File: src/rtl/pmu_pkg.sv
package pmu_pkg;
  localparam int CNT_W      = 32;
  localparam int REG_W      = 2 * CNT_W;
  localparam int CODE_W     = 12;
  localparam int LO_SEL_LSB = 6;
  localparam int UP_SEL_LSB = 19;
  localparam int SUP_EN_BIT = 1;
  localparam int USR_EN_BIT = 2;
  localparam int HYP_EN_BIT = 3;
  localparam int IE_LSB     = 4;
  localparam int ST_LSB     = 62;
  localparam logic [CODE_W-1:0] PARK_CODE = 12'h220;

  typedef enum logic [1:0] {
    CTX_USER = 2'b00,
    CTX_SUP  = 2'b01,
    CTX_HYP  = 2'b10,
    CTX_NONE = 2'b11
  } ctx_e;

  // bit position of the event-code field of counter idx (0 = lower)
  function automatic int sel_lsb(int idx);
    return (idx == 0) ? LO_SEL_LSB : UP_SEL_LSB;
  endfunction

  // bits of the control word that software can write
  function automatic logic [REG_W-1:0] keep_mask();
    logic [REG_W-1:0] m;
    m = '0;
    m[UP_SEL_LSB +: CODE_W] = '1;
    m[LO_SEL_LSB +: CODE_W] = '1;
    m[SUP_EN_BIT] = 1'b1;
    m[USR_EN_BIT] = 1'b1;
    m[HYP_EN_BIT] = 1'b1;
    m[IE_LSB +: 2] = 2'b11;
    return m;
  endfunction

  function automatic logic [REG_W-1:0] reset_ctrl();
    logic [REG_W-1:0] v;
    v = '0;
    v[UP_SEL_LSB +: CODE_W] = PARK_CODE;
    v[LO_SEL_LSB +: CODE_W] = PARK_CODE;
    return v;
  endfunction

  // shared privilege gate
  function automatic logic ctx_allows(logic [REG_W-1:0] c, ctx_e x);
    case (x)
      CTX_USER: return c[USR_EN_BIT];
      CTX_SUP:  return c[SUP_EN_BIT];
      CTX_HYP:  return c[HYP_EN_BIT];
      default:  return 1'b0;
    endcase
  endfunction

  // increment with carry out; the carry marks the wrap
  function automatic logic [CNT_W:0] bump(logic [CNT_W-1:0] v);
    return {1'b0, v} + {{CNT_W{1'b0}}, 1'b1};
  endfunction
endpackage

File: src/rtl/pmu_event_sel.sv
module pmu_event_sel
  import pmu_pkg::*;
#(
  parameter int NUM_EVT = 16
) (
  input  logic [CODE_W-1:0]  code_i,
  input  logic [NUM_EVT-1:0] evt_i,
  output logic               hit_o
);
  localparam int IDX_W = (NUM_EVT > 1) ? $clog2(NUM_EVT) : 1;

  logic implemented;

  // parked and out-of-range codes never hit
  assign implemented = (code_i < CODE_W'(NUM_EVT)) && (code_i != PARK_CODE);
  assign hit_o = implemented && evt_i[code_i[IDX_W-1:0]];
endmodule

File: src/rtl/pmu_counter.sv
module pmu_counter
  import pmu_pkg::*;
(
  input  logic             clk_i,
  input  logic             rst_ni,
  input  logic             load_i,
  input  logic [CNT_W-1:0] load_val_i,
  input  logic             inc_i,
  output logic [CNT_W-1:0] cnt_o,
  output logic             wrap_o
);
  logic [CNT_W:0] nxt;

  assign nxt    = bump(cnt_o);
  // a load in the same cycle suppresses the wrap
  assign wrap_o = inc_i && !load_i && nxt[CNT_W];

  always_ff @(posedge clk_i or negedge rst_ni) begin
    if (!rst_ni)     cnt_o <= '0;
    else if (load_i) cnt_o <= load_val_i;
    else if (inc_i)  cnt_o <= nxt[CNT_W-1:0];
  end
endmodule

File: src/rtl/pmu_ctrl_reg.sv
module pmu_ctrl_reg
  import pmu_pkg::*;
#(
  parameter int NUM_CNT = 2
) (
  input  logic               clk_i,
  input  logic               rst_ni,
  input  logic               wr_i,
  input  logic [REG_W-1:0]   wdata_i,
  input  logic [NUM_CNT-1:0] wrap_i,
  output logic [REG_W-1:0]   ctrl_o,
  output logic [NUM_CNT-1:0] status_o
);
  always_ff @(posedge clk_i or negedge rst_ni) begin
    if (!rst_ni) begin
      ctrl_o   <= reset_ctrl();
      status_o <= '0;
    end else if (wr_i) begin
      ctrl_o   <= wdata_i & keep_mask();
      status_o <= '0;                   // any write clears
    end else begin
      status_o <= status_o | wrap_i;    // sticky flags
    end
  end
endmodule

File: src/rtl/pmu_dual_counter.sv
module pmu_dual_counter
  import pmu_pkg::*;
#(
  parameter int NUM_EVT = 16
) (
  input  logic               clk_i,
  input  logic               rst_ni,
  input  logic [NUM_EVT-1:0] evt_i,
  input  logic [1:0]         priv_i,
  input  logic               reg_wr_i,
  input  logic               reg_sel_i,
  input  logic [63:0]        reg_wdata_i,
  output logic [63:0]        reg_rdata_o,
  output logic               irq_o
);
  localparam int NUM_CNT = 2;

  logic               cnt_wr;
  logic               ctrl_wr;
  logic               ctx_ok;
  logic [REG_W-1:0]   ctrl_q;
  logic [NUM_CNT-1:0] status;
  logic [NUM_CNT-1:0] hit;
  logic [NUM_CNT-1:0] inc;
  logic [NUM_CNT-1:0] wrap;
  logic [REG_W-1:0]   cnt_pair;
  logic [CODE_W-1:0]  code_w [NUM_CNT];

  assign cnt_wr  = reg_wr_i && !reg_sel_i;
  assign ctrl_wr = reg_wr_i && reg_sel_i;
  assign ctx_ok  = ctx_allows(ctrl_q, ctx_e'(priv_i));

  for (genvar g = 0; g < NUM_CNT; g++) begin : g_slot
    localparam int LSB = sel_lsb(g);
    logic [CNT_W-1:0] cnt;

    assign code_w[g] = ctrl_q[LSB +: CODE_W];

    pmu_event_sel #(.NUM_EVT(NUM_EVT)) u_sel (
      .code_i (code_w[g]),
      .evt_i  (evt_i),
      .hit_o  (hit[g])
    );

    assign inc[g] = ctx_ok && hit[g];

    pmu_counter u_cnt (
      .clk_i      (clk_i),
      .rst_ni     (rst_ni),
      .load_i     (cnt_wr),
      .load_val_i (reg_wdata_i[g*CNT_W +: CNT_W]),
      .inc_i      (inc[g]),
      .cnt_o      (cnt),
      .wrap_o     (wrap[g])
    );

    assign cnt_pair[g*CNT_W +: CNT_W] = cnt;
  end

  pmu_ctrl_reg #(.NUM_CNT(NUM_CNT)) u_ctrl (
    .clk_i    (clk_i),
    .rst_ni   (rst_ni),
    .wr_i     (ctrl_wr),
    .wdata_i  (reg_wdata_i),
    .wrap_i   (wrap),
    .ctrl_o   (ctrl_q),
    .status_o (status)
  );

  assign irq_o       = |(status & ctrl_q[IE_LSB +: NUM_CNT]);
  assign reg_rdata_o = reg_sel_i ? (ctrl_q | (REG_W'(status) << ST_LSB)) : cnt_pair;
endmodule

File: config.mk
export PLATFORM = sky130hd
export DESIGN_NAME = pmu_dual_counter
export DESIGN_NICKNAME = d
export VERILOG_FILES = /design/src/rtl/pmu_pkg.sv /design/src/rtl/pmu_event_sel.sv /design/src/rtl/pmu_counter.sv /design/src/rtl/pmu_ctrl_reg.sv /design/src/rtl/pmu_dual_counter.sv
export SDC_FILE = /design/constraint.sdc
export NUM_CORES = 1
export LEC_CHECK = 0
export ABC_AREA = 1
export BUFFER_PORTS_ARGS = -buffer_cell sky130_fd_sc_hd__buf_2
export CAP_MARGIN = 20
export CORE_MARGIN = 2
export CORE_UTILIZATION = 39
export CTS_BUF_LIST = sky130_fd_sc_hd__clkbuf_4
export CTS_CLUSTER_DIAMETER = 120
export DETAILED_ROUTE_END_ITERATION = 7
export SYNTH_ARGS = -nofsm -noshare
export SYNTH_HDL_FRONTEND = slang
export SYNTH_HIERARCHICAL = 1
export SYNTH_SLANG_ARGS = --single-unit
export TNS_END_PERCENT = 10
File: constraint.sdc
create_clock -name clk_i -period 2.1 [get_ports clk_i]
set_input_delay 0.42 -clock clk_i [delete_from_list [all_inputs] [get_ports clk_i]]
set_output_delay 0.42 -clock clk_i [all_outputs]
set_load 0.03 [all_outputs]
==> run metrics <==
# Max-Cap Violations=0; # IOs=151; xor and xnor area share after synthesis=0.0314; Min Clock Period, post-route=2.08 ns; RSZ-0062 raised after global routing=yes; Hold Path Stages=3; DRC Markers=0; Max Slew Vio Count=0; die area=19700 um^2; slew margin rel.=0.611; Netlist cell types=32; Worst Setup Path Type=reg2out; Hold Startpoint=reg_wdata_i[28]; fin util=0.470; PortBufs=150; compound-gate portion of the synthesized area=0.0816; Antenna Nets Post-Route=0; r2r setup slk=0.12 ns; gr usage total=0.211; Arr. time, crit path=1.66 ns; R2R depth=17; design area=8500 um^2; Area Growth Syn to Fin=17.2%; f_max=0.481 GHz; internal power=3.20 mW; Adder-Cell Fraction of Synth Area=0.00345; post-synthesis sequential area ratio=0.329; wire per inst=14.7 um; final hold violations=0; NetSw=2.07 mW; placed cells=1377; Die X=140 um; # rows=49; synth top area cells=dfrtp_1 31%, nand2_1 20%, mux2_2 9.2%; setup TNS=0 ns; Die Ht=140 um; first-pass GRT wire length=33.4 mm; element type at the critical path end=output port; Tightest Pin Transition=0.584 ns; skew final=0.0244 ns; Post-Route WL=20.7 mm; core area=18100 um^2; DP Worst Slack=-0.0946 ns; Tot Pwr=5.27 mW; layout cells sized above 1=0.275; Yosys reg bits=95; slowest stage delay, CP=0.50 ns; Cell Pwr Density=620 nW/um^2; switch share=0.392; slowest CP cell=dfrtp_2; warnings from Yosys=6; P_leak=4.27 nW; routed vias=6790; DR iter-0 viols=393; placed inst area=8220 um^2; cts bufs inserted=9; Worst R2R Start=u_ctrl/ctrl_o[6]; crit path max fanout=5; Final GP Congestion=0.910; final worst slack=0.0225 ns; Hold Path End=u_ctrl/ctrl_o[28]; FILL cells=1920; outcome=complete, no violations; starting density of the core=0.401; Via-to-Cell Ratio=4.84; required time worst endpoint=1.68 ns; top-area cell type share of the netlist area=0.314; WHS=0.141 ns; Reg power frac=0.463; H-tree Lvls=3; vias in the first global route=6592; Hold Crit Class=in2reg; top cell type by total area after synthesis=dfrtp_1; CTS Root Cell=clkbuf_4; largest family of logic cells by synthesized area=simple AND/OR/NAND/NOR gates; layout net count=1255; multiplexer area fraction after synthesis=0.0958; Max VDD drop=0.000344 V; CP Launch Type=register; part of the power in the clock network=0.199; Gate Count Post-Synth=1011; Longest Clk Path Bufs=2; Post-Synth Simple-Gate Area=0.357; DRT Pass-1 Iters=5; Setup violations, final=0; crit share post-route=0.989; R2R Path End=u_ctrl/status_o[0]; clk_lat worst skew=0.48 ns; fin cells=1402; Comb pwr share=0.338; number of antenna violations at the first check in global routing=1; Clock Sinks=95; TritonCTS clock tree=built; Worst-path clk slew=0.15 ns; worst path cell trace=buf_6 -> buf_6 -> mux2_4 -> buf_6; largest net degree at the start of global routing=52; gr ovfl total=0; HPWL Detailed=16.0 mm; mapped cell area=7250 um^2; critical path's most frequent cell=buf_6; average size of a mapped cell=7.17 um^2
## area by class of cell
type / count / area, um^2 / area share
inverter: 69 / 274 / 0.0322
sequential: 95 / 2390 / 0.281
tap: 229 / 287 / 0.0337
multi-input combinational: 812 / 4310 / 0.507
antenna: 1 / 2.50 / 0.000294
clock buffer: 13 / 97.6 / 0.0115
timing repair buffer: 180 / 1100 / 0.129
clock inverter: 3 / 43.8 / 0.00515
## worst max-delay path, delay by kind of cell (launching register included)
family | cells | cell delay, ns
multiplexers | 1 | 0.28
flip-flops | 1 | 0.50
buffers and inverters | 3 | 0.42
## repair_timing
item / CTS / global route
setup buffers: 0 / 7
resized for setup: 5 / 29
endpoints found under the hold margin: 16 / 0
cloned: 0 / 0
pin swaps: 0 / 5
hold buffers: 1 / 0
endpoints found under the setup margin: 13 / 54
## flip-flops by register name (all words and copies together) (netlist names)
name and flops:
g_slot.u_cnt/cnt_o 64, u_ctrl/ctrl_o 29, u_ctrl/status_o 2
## per-layer routing
layer  GRT usage  vias to the layer above  share of wire  routed length (um)
met2       0.370                      139           0.49               10200
li1            -                     3497              -                   -
met5           0                        -              0                   0
met1       0.270                     3125           0.45                9330
met3      0.0297                       29          0.033                 691
met4      0.0627                        0          0.024                 486
## cell usage after synthesis
library cell	n
o211ai_1	4
buf_2	18
o21ai_0	12
inv_1	66
nand3b_1	8
nor2_1	103
a21oi_1	5
nand2_4	4
buf_4	37
nor2_2	6
nor2_4	18
nand2_2	12
nand3_1	59
o221ai_1	4
o21ai_1	2
mux2_4	2
xnor2_1	2
dfrtp_1	91
conb_1	1
buf_6	6
inv_2	1
a22o_1	1
nand2_1	392
xor2_1	24
inv_8	2
dfstp_2	4
mux2_2	59
nand4_1	2
ha_1	2
a21oi_2	2
clkbuf_1	8
a22oi_1	54
## power groups by stage
| stage | logic, mW | registers (mW) | clock network, mW |
|---|---|---|---|
| final | 1.78 | 2.44 | 1.05 |
| after global routing | 1.96 | 2.50 | 1.15 |
| after CTS | 1.74 | 2.45 | 1.10 |
| after detailed placement | 1.73 | 2.48 | 0 |
| after global placement | 1.72 | 2.48 | 0 |
| after floorplan | 1.32 | 2.35 | 0 |
## cells by family (layout without fill, tap and decap cells)
kind of cell	count (synthesis)	in the layout
multiplexers	61	61
AND/OR/NAND/NOR	604	604
other	1	36
AO/OA/AOI/OAI	84	84
XOR/XNOR	26	26
buffers and inverters	138	265
flip-flops	95	95
adder cells (fa/ha/maj)	2	2
## worst max-delay path by stage
stage | start | end | slack (ns)
floorplan | u_ctrl/ctrl_o[6] | u_ctrl/status_o[0] | 0.21
global placement | u_ctrl/ctrl_o[6] | u_ctrl/status_o[0] | -0.06
detailed placement | u_ctrl/ctrl_o[6] | u_ctrl/status_o[0] | -0.09
CTS | u_ctrl/ctrl_o[26] | u_ctrl/status_o[1] | 0.0009
global route | u_ctrl/ctrl_o[6] | u_ctrl/status_o[0] | -0.05
finish | u_ctrl/ctrl_o[6] | reg_rdata_o[6] | 0.02
## layout by cell type, fill, tap and decap left out, drive strengths merged, types with 13 or more instances in the layout
master	netlist	routed
o21ai	14	14
conb	1	35
buf	61	179
inv	69	69
dfrtp	91	91
nor2	127	127
clkbuf	8	13
xor2	24	24
nand3	59	59
a22oi	54	54
nand2	408	408
mux2	61	61
(Power assumes the default switching activity.)
